===== src/rtl/wdt_sst_pkg.sv =====
package wdt_sst_pkg;
  typedef enum logic [1:0] {
    ST_START = 2'd0,
    ST_RUN   = 2'd1,
    ST_HALT  = 2'd2
  } wd_state_e;
endpackage


===== src/rtl/wdt_rst_sync.sv =====
module wdt_rst_sync #(
  parameter int STAGES = 2
) (
  input  logic clk,
  input  logic rst_n,
  output logic rst_n_sync
);
  logic [STAGES-1:0] sync_q;

  always_ff @(posedge clk or negedge rst_n) begin
    if (!rst_n) sync_q <= '0;
    else        sync_q <= {sync_q[STAGES-2:0], 1'b1};
  end

  assign rst_n_sync = sync_q[STAGES-1];
endmodule


===== src/rtl/wdt_tick_src.sv =====
module wdt_tick_src #(
  parameter int SYS_DIV = 4
) (
  input  logic clk,
  input  logic rst_n,
  input  logic clr,
  input  logic halted,
  input  logic src_osc,
  input  logic osc_tick,
  output logic tick
);
  localparam int DIV_W = $clog2(SYS_DIV);

  logic [DIV_W-1:0] div_q, div_d;
  logic             sys_tick;

  // the system clock is considered stopped while halted
  assign sys_tick = !halted && (div_q == DIV_W'(SYS_DIV - 1));

  always_comb begin
    div_d = div_q;
    if (clr)         div_d = '0;
    else if (!halted) div_d = div_q + DIV_W'(1);
  end

  always_ff @(posedge clk or negedge rst_n) begin
    if (!rst_n) div_q <= '0;
    else        div_q <= div_d;
  end

  assign tick = src_osc ? osc_tick : sys_tick;
endmodule


===== src/rtl/wdt_count.sv =====
module wdt_count #(
  parameter int RATIO_W = 3,
  parameter int CNT_W   = 8
) (
  input  logic               clk,
  input  logic               rst_n,
  input  logic               clr,
  input  logic               tick,
  input  logic [RATIO_W-1:0] ratio,
  output logic               ovf
);
  localparam int PRE_W = (1 << RATIO_W) - 1;

  logic [PRE_W-1:0] pre_q, pre_d, sel_mask;
  logic [CNT_W-1:0] cnt_q, cnt_d;
  logic             pre_full, adv;

  for (genvar i = 0; i < PRE_W; i++) begin : g_mask
    assign sel_mask[i] = (int'(ratio) > i);
  end

  assign pre_full = ((pre_q & sel_mask) == sel_mask);
  assign adv      = tick && pre_full;
  assign ovf      = !clr && adv && (&cnt_q);

  always_comb begin
    pre_d = pre_q;
    cnt_d = cnt_q;
    if (clr) begin
      pre_d = '0;
      cnt_d = '0;
    end else if (tick) begin
      pre_d = pre_q + PRE_W'(1);
      if (adv) cnt_d = cnt_q + CNT_W'(1);
    end
  end

  always_ff @(posedge clk or negedge rst_n) begin
    if (!rst_n) begin
      pre_q <= '0;
      cnt_q <= '0;
    end else begin
      pre_q <= pre_d;
      cnt_q <= cnt_d;
    end
  end
endmodule


===== src/rtl/wdt_clr_arb.sv =====
module wdt_clr_arb (
  input  logic clk,
  input  logic rst_n,
  input  logic run_ok,
  input  logic dual,
  input  logic clr_a,
  input  logic clr_b,
  output logic fire
);
  logic seen_a_q, seen_b_q, seen_a_d, seen_b_d;
  logic got_a, got_b;

  assign got_a = seen_a_q || clr_a;
  assign got_b = seen_b_q || clr_b;

  always_comb begin
    fire = 1'b0;
    if (run_ok) fire = dual ? (got_a && got_b) : (clr_a || clr_b);
  end

  always_comb begin
    seen_a_d = 1'b0;
    seen_b_d = 1'b0;
    if (run_ok && dual && !fire) begin
      seen_a_d = got_a;
      seen_b_d = got_b;
    end
  end

  always_ff @(posedge clk or negedge rst_n) begin
    if (!rst_n) begin
      seen_a_q <= 1'b0;
      seen_b_q <= 1'b0;
    end else begin
      seen_a_q <= seen_a_d;
      seen_b_q <= seen_b_d;
    end
  end
endmodule


===== src/rtl/wdt_sst_top.sv =====
module wdt_sst_top #(
  parameter int SST_CYCLES  = 1024,
  parameter int CNT_W       = 8,
  parameter int RATIO_W     = 3,
  parameter int SYS_DIV     = 4,
  parameter int SYNC_STAGES = 2
) (
  input  logic               clk,
  input  logic               rst_n,
  input  logic               ext_rst_req,
  input  logic               osc_tick,
  input  logic               cfg_wdt_en,
  input  logic               cfg_src_osc,
  input  logic [RATIO_W-1:0] cfg_ratio,
  input  logic               cfg_dual_clr,
  input  logic               clr_a,
  input  logic               clr_b,
  input  logic               halt_enter,
  input  logic               wake_evt,
  output logic               to_flag,
  output logic               pd_flag,
  output logic               core_rst,
  output logic               wdt_timeout
);
  import wdt_sst_pkg::*;

  localparam int SST_W = $clog2(SST_CYCLES);

  wd_state_e        st_q, st_d;
  logic [SST_W-1:0] sst_q, sst_d;
  logic             rst_n_sync;
  logic             sst_done, restart;
  logic             run_ok, halt_go, sw_fire, wd_clr, wd_tick, wdt_ovf;
  logic             to_q, to_d, pd_q, pd_d;
  logic             halted;

  wdt_rst_sync #(.STAGES(SYNC_STAGES)) u_rst_sync (
    .clk        (clk),
    .rst_n      (rst_n),
    .rst_n_sync (rst_n_sync)
  );

  assign halted  = (st_q == ST_HALT);
  assign run_ok  = (st_q == ST_RUN) && !ext_rst_req && !halt_enter;
  assign halt_go = (st_q == ST_RUN) && !ext_rst_req && halt_enter;
  assign wd_clr  = !cfg_wdt_en || ext_rst_req || (st_q == ST_START) || halt_go || sw_fire;

  wdt_clr_arb u_clr_arb (
    .clk    (clk),
    .rst_n  (rst_n_sync),
    .run_ok (run_ok),
    .dual   (cfg_dual_clr),
    .clr_a  (clr_a),
    .clr_b  (clr_b),
    .fire   (sw_fire)
  );

  wdt_tick_src #(.SYS_DIV(SYS_DIV)) u_tick_src (
    .clk      (clk),
    .rst_n    (rst_n_sync),
    .clr      (wd_clr),
    .halted   (halted),
    .src_osc  (cfg_src_osc),
    .osc_tick (osc_tick),
    .tick     (wd_tick)
  );

  wdt_count #(.RATIO_W(RATIO_W), .CNT_W(CNT_W)) u_count (
    .clk   (clk),
    .rst_n (rst_n_sync),
    .clr   (wd_clr),
    .tick  (wd_tick),
    .ratio (cfg_ratio),
    .ovf   (wdt_ovf)
  );

  assign sst_done = (st_q == ST_START) && (sst_q == SST_W'(SST_CYCLES - 1));

  // sequencer: external reset has priority over every other event
  always_comb begin
    st_d    = st_q;
    restart = 1'b0;
    if (ext_rst_req) begin
      st_d    = ST_START;
      restart = 1'b1;
    end else begin
      case (st_q)
        ST_START: if (sst_done) st_d = ST_RUN;
        ST_RUN: begin
          if (halt_enter) st_d = ST_HALT;
          else if (wdt_ovf) begin
            st_d    = ST_START;
            restart = 1'b1;
          end
        end
        ST_HALT: begin
          if (wdt_ovf || wake_evt) begin
            st_d    = ST_START;
            restart = 1'b1;
          end
        end
        default: st_d = ST_START;
      endcase
    end
  end

  always_comb begin
    sst_d = '0;
    if ((st_q == ST_START) && !restart && !sst_done) sst_d = sst_q + SST_W'(1);
  end

  // status flags: halt entry over software clear over overflow
  always_comb begin
    to_d = to_q;
    pd_d = pd_q;
    if (!ext_rst_req) begin
      if (halt_go) begin
        pd_d = 1'b1;
        to_d = 1'b0;
      end else if (sw_fire) begin
        pd_d = 1'b0;
        to_d = 1'b0;
      end else if (wdt_ovf) begin
        to_d = 1'b1;
      end
    end
  end

  always_ff @(posedge clk or negedge rst_n_sync) begin
    if (!rst_n_sync) begin
      st_q  <= ST_START;
      sst_q <= '0;
      to_q  <= 1'b0;
      pd_q  <= 1'b0;
    end else begin
      st_q  <= st_d;
      sst_q <= sst_d;
      to_q  <= to_d;
      pd_q  <= pd_d;
    end
  end

  assign core_rst    = (st_q == ST_START);
  assign to_flag     = to_q;
  assign pd_flag     = pd_q;
  assign wdt_timeout = wdt_ovf;
endmodule


===== config.mk =====
export PLATFORM = sky130hd
export DESIGN_NAME = wdt_sst_top
export DESIGN_NICKNAME = d
export VERILOG_FILES = /design/src/rtl/wdt_sst_pkg.sv /design/src/rtl/wdt_rst_sync.sv /design/src/rtl/wdt_tick_src.sv /design/src/rtl/wdt_count.sv /design/src/rtl/wdt_clr_arb.sv /design/src/rtl/wdt_sst_top.sv
export SDC_FILE = /design/constraint.sdc
export NUM_CORES = 1
export LEC_CHECK = 0
export ABC_AREA = 1
export BUFFER_PORTS_ARGS = -buffer_cell sky130_fd_sc_hd__buf_4
export CORE_ASPECT_RATIO = 0.7
export CORE_MARGIN = 8
export CORE_UTILIZATION = 40
export DETAILED_ROUTE_END_ITERATION = 6
export PLACE_DENSITY = 0.68
export SLEW_MARGIN = 10
export SYNTH_ARGS = -nofsm -noshare
export SYNTH_HDL_FRONTEND = slang
export SYNTH_HIERARCHICAL = 1
export SYNTH_SLANG_ARGS = --single-unit

===== constraint.sdc =====
create_clock -name clk -period 3.6 [get_ports clk]
set_clock_uncertainty 0.15 [all_clocks]
set_input_delay 0.54 -clock clk [delete_from_list [all_inputs] [get_ports clk]]
set_output_delay 0.54 -clock clk [all_outputs]
set_load 0.02 [all_outputs]

==> metrics.cfg <==
[global_route]
grt.overflow.total=0
wire_length_of_the_first_global_routing_pass_microns=7355
antenna_violations_before_repair=0
gr-usage-all-layers=0.1163
number_of_global_route_vias_before_repair=1590
grt_start_max_net_pins=23

[floorplan]
dieHeight_microns=76.76
dieWidth_microns=102.8
design.die.area_sq_um=7891
core_area_sq_um=5175
floorplan.io_pins=18
floorplan.initialDensity=0.4076
row_count=22

[final_layout]
final.fill_count=532
layout-drive-gt1-share=0.2215
count_of_antenna_diodes_in_the_layout=0
nNetsFinal=309
area_growth_syn_to_layout_pct=13.94
design_area_sq_um=2404

[setup_path]
worst-path-max-fanout=10
critical_path_required_ps=2910
worst-endpoint-arrival_ps=2180
endpoint=wdt_timeout
r2r_start=st_q[0]
first_element_of_the_critical_path=st_q[0]
timing.reg2reg.worst_path_depth=16
worst-setup-path-type=reg -> out
timing.critical_path.from_type=flip-flop
r2r-end=sst_q[6]
crit_path_capture_type=output port
regToRegSetupSlack_ps=1060

[drt]
detail_route.wl_per_cell_microns=11.27
vias=1634
dr.first_iter.drc_count=55
drc=0
drt.antenna.violating_nets=0
via_density_per_instance=4.526
postRouteWirelength_microns=4070
first_pass_iters=4

[yosys]
post_synth.cell_area_avg_sq_um=7.931
synth_top_family_by_area=simple AND/OR/NAND/NOR gates
nets_in_the_synthesized_netlist=287
post_synth_and_or_nand_nor_area_fraction=0.3921
post_synthesis_instance_total=266
synthXorXnorAreaFrac=0.02906
post_synth_mux_area_share=0
ys_types=27
synth.yosys.seq_area_share=0.4152
post_synth_instance_area_sq_um=2110
synth_compound_gate_area_share=0.03855
synth.ff_latch_count=35
synth.yosys.warnings=6
synth-adder-area-share=0.04152

[timing]
worst_slew_margin_rel=0.3782
timing.final.hold_violations=0
maxClockFrequency_mhz=348.7
setup_viol_count_final=0
final_max_slew_viol_count=0
timing_worst_slew_pin_value_ps=932.6
final_period_minus_worst_setup_slack_ps=2868
fin_setup_tns_ps=0
grt_setup_unrepaired=no
post-route-period-util=0.7967

[clock_network]
clock_tree.buffer_depth=2
clk_latency_ps=280
cts.hold.buffers_added=1
post_cts_resize_count=0
post-cts-setup-buffer-count=0
clk_transition_reported_paths_ps=70
cts.root.buffer_cell=clkbuf_8
tritoncts.num_buffers=5
clock-sinks=35
cts-htree-levels=2
cts_tree=built

[power]
power.density_nw_per_um2=403.9
peak_supply_drop_mv=0.2251
leakagePower_nw=1.169

[flow_run]
max-cap-violations=0

[placed_design]
cell_area_reported_after_detailed_placement_sq_um=2312
io_buffers=17
hpwl_microns=3083
weighted_congestion_reported_at_the_end_of_routability_driven_placement=0.8493

[outcome]
status=completed

[min_path]
holdCritPathClass=reg -> reg

-- placed cells by master, fill, tap and decap left out, types with 2 or more instances in the layout --
cell and count:
clkbuf_1 2, o21ai_0 4, nand4_1 12, dfrtp_1 35, a21oi_1 6, clkbuf_8 5, inv_1 35, buf_4 18
nand2_2 6, nor2_4 4, nor2_2 14, nand3_4 3, inv_2 4, ha_1 7, nand3_2 3, xnor2_1 3
o21ai_1 3, nand3_1 24, nand2_4 4, xor2_1 4, nor2_1 22, nand2_1 63
-- per-stage QoR --
| stage | hold WS (ps) | total power, mW | worst slack (ps) | instances | utilization |
|---|---|---|---|---|---|
| 2_1_floorplan | 94.41 | 0.6309 | 1039 | 266 | - |
| 3_3_place_gp | 174.4 | 0.6975 | 1107 | 352 | 0.4468 |
| 3_5_place_dp | 175.4 | 0.7056 | 1039 | 352 | 0.4468 |
| 4_1_cts | 206.8 | 0.9833 | 725.7 | 361 | 0.4645 |
| 5_1_grt | 221.2 | 1.033 | 480.2 | 361 | 0.4645 |
| 6_report | 204.4 | 0.9709 | 731.9 | 361 | 0.4645 |
-- state kept, by name, indices dropped and copies added (netlist names) --
signal,count
u_rst_sync/sync_q,2
u_count/cnt_q,8
u_clr_arb/seen_a_q,1
u_tick_src/div_q,2
pd_flag,1
to_flag,1
sst_q,10
u_clr_arb/seen_b_q,1
st_q,2
u_count/pre_q,7
-- worst min-delay path by stage --
stage                               startpoint              endpoint  cells past startpoint
after floorplan                          rst_n  u_rst_sync/sync_q[0]                      0
after global placement                   rst_n  u_rst_sync/sync_q[0]                      1
after detailed placement                 rst_n  u_rst_sync/sync_q[0]                      1
after CTS                 u_rst_sync/sync_q[0]  u_rst_sync/sync_q[1]                      0
after global routing      u_rst_sync/sync_q[0]  u_rst_sync/sync_q[1]                      0
final                     u_rst_sync/sync_q[0]  u_rst_sync/sync_q[1]                      0
-- area by class of cell --
class / instances / area [sq um] / share of cell area
Multi-Input combinational cell: 187 / 1061 / 0.4414
Sequential cell: 35 / 875.8 / 0.3644
Inverter: 40 / 150.1 / 0.06247
Timing Repair Buffer: 19 / 145.1 / 0.06039
Tap cell: 72 / 90.09 / 0.03748
Clock buffer: 7 / 76.32 / 0.03175
Clock inverter: 1 / 5.005 / 0.002082
-- logic make-up after synthesis --
kind of cell               count (synthesis)
and+or+nand+nor                          157
buffers and inverters                     44
DFF                                       35
AOI/OAI and AO/OA                         15
xor gates and xnor gates                   7
adders and majority gates                  7
other                                      1
-- critical path, cell delays in order (launching register included) --
cell and delay (ps):
dfrtp_1 370, inv_1 70, ha_1 260, inv_2 90, nand3_1 60, nand2_1 190
nand3_2 120, nand2_1 80, nand2_1 60, inv_2 120, nand2_4 120, nor3_2 180
buf_4 190
-- routing by layer --
metal | global-route usage | part of all wire | vias to the layer above
li1 | - | - | 879
met1 | 0.1624 | 0.52 | 731
met2 | 0.1701 | 0.44 | 20
met3 | 0.03336 | 0.030 | 4
met4 | 0.03022 | 0.0088 | 0
met5 | 0 | 0 | -
-- cells in the mapped netlist --
cell      count  area (sq um)
nand2_1      63         236.5
dfrtp_1      35         875.8
inv_1        35         131.4
nand3_1      24         120.1
nor2_1       22         82.58
nor2_2       14         87.58
nand4_1      12         75.07
ha_1          7         87.58
a21oi_1       6         30.03
nand2_2       6         37.54
inv_2         4         15.01
nand2_4       4         45.04
nor2_4        4         45.04
o21ai_0       4         20.02
xor2_1        4         35.03
buf_2         3         15.01
nand3_2       3         30.03
nand3_4       3         52.55
o21ai_1       3         15.01
xnor2_1       3         26.28
a21oi_2       1         8.760
buf_4         1         7.510
clkinv_1      1         3.750
conb_1        1         3.750
nor3_1        1         5.000
nor3_2        1         10.01
o21bai_1      1         7.510
-- report_power, final --
part           leakage (nW)  total (mW)  switching [mW]  internal [mW]
sequential            0.479       0.448          0.0271          0.421
clock                0.0422       0.273           0.137          0.136
combinational         0.648       0.250           0.159         0.0909
Power figures use the tool's default switching activity.
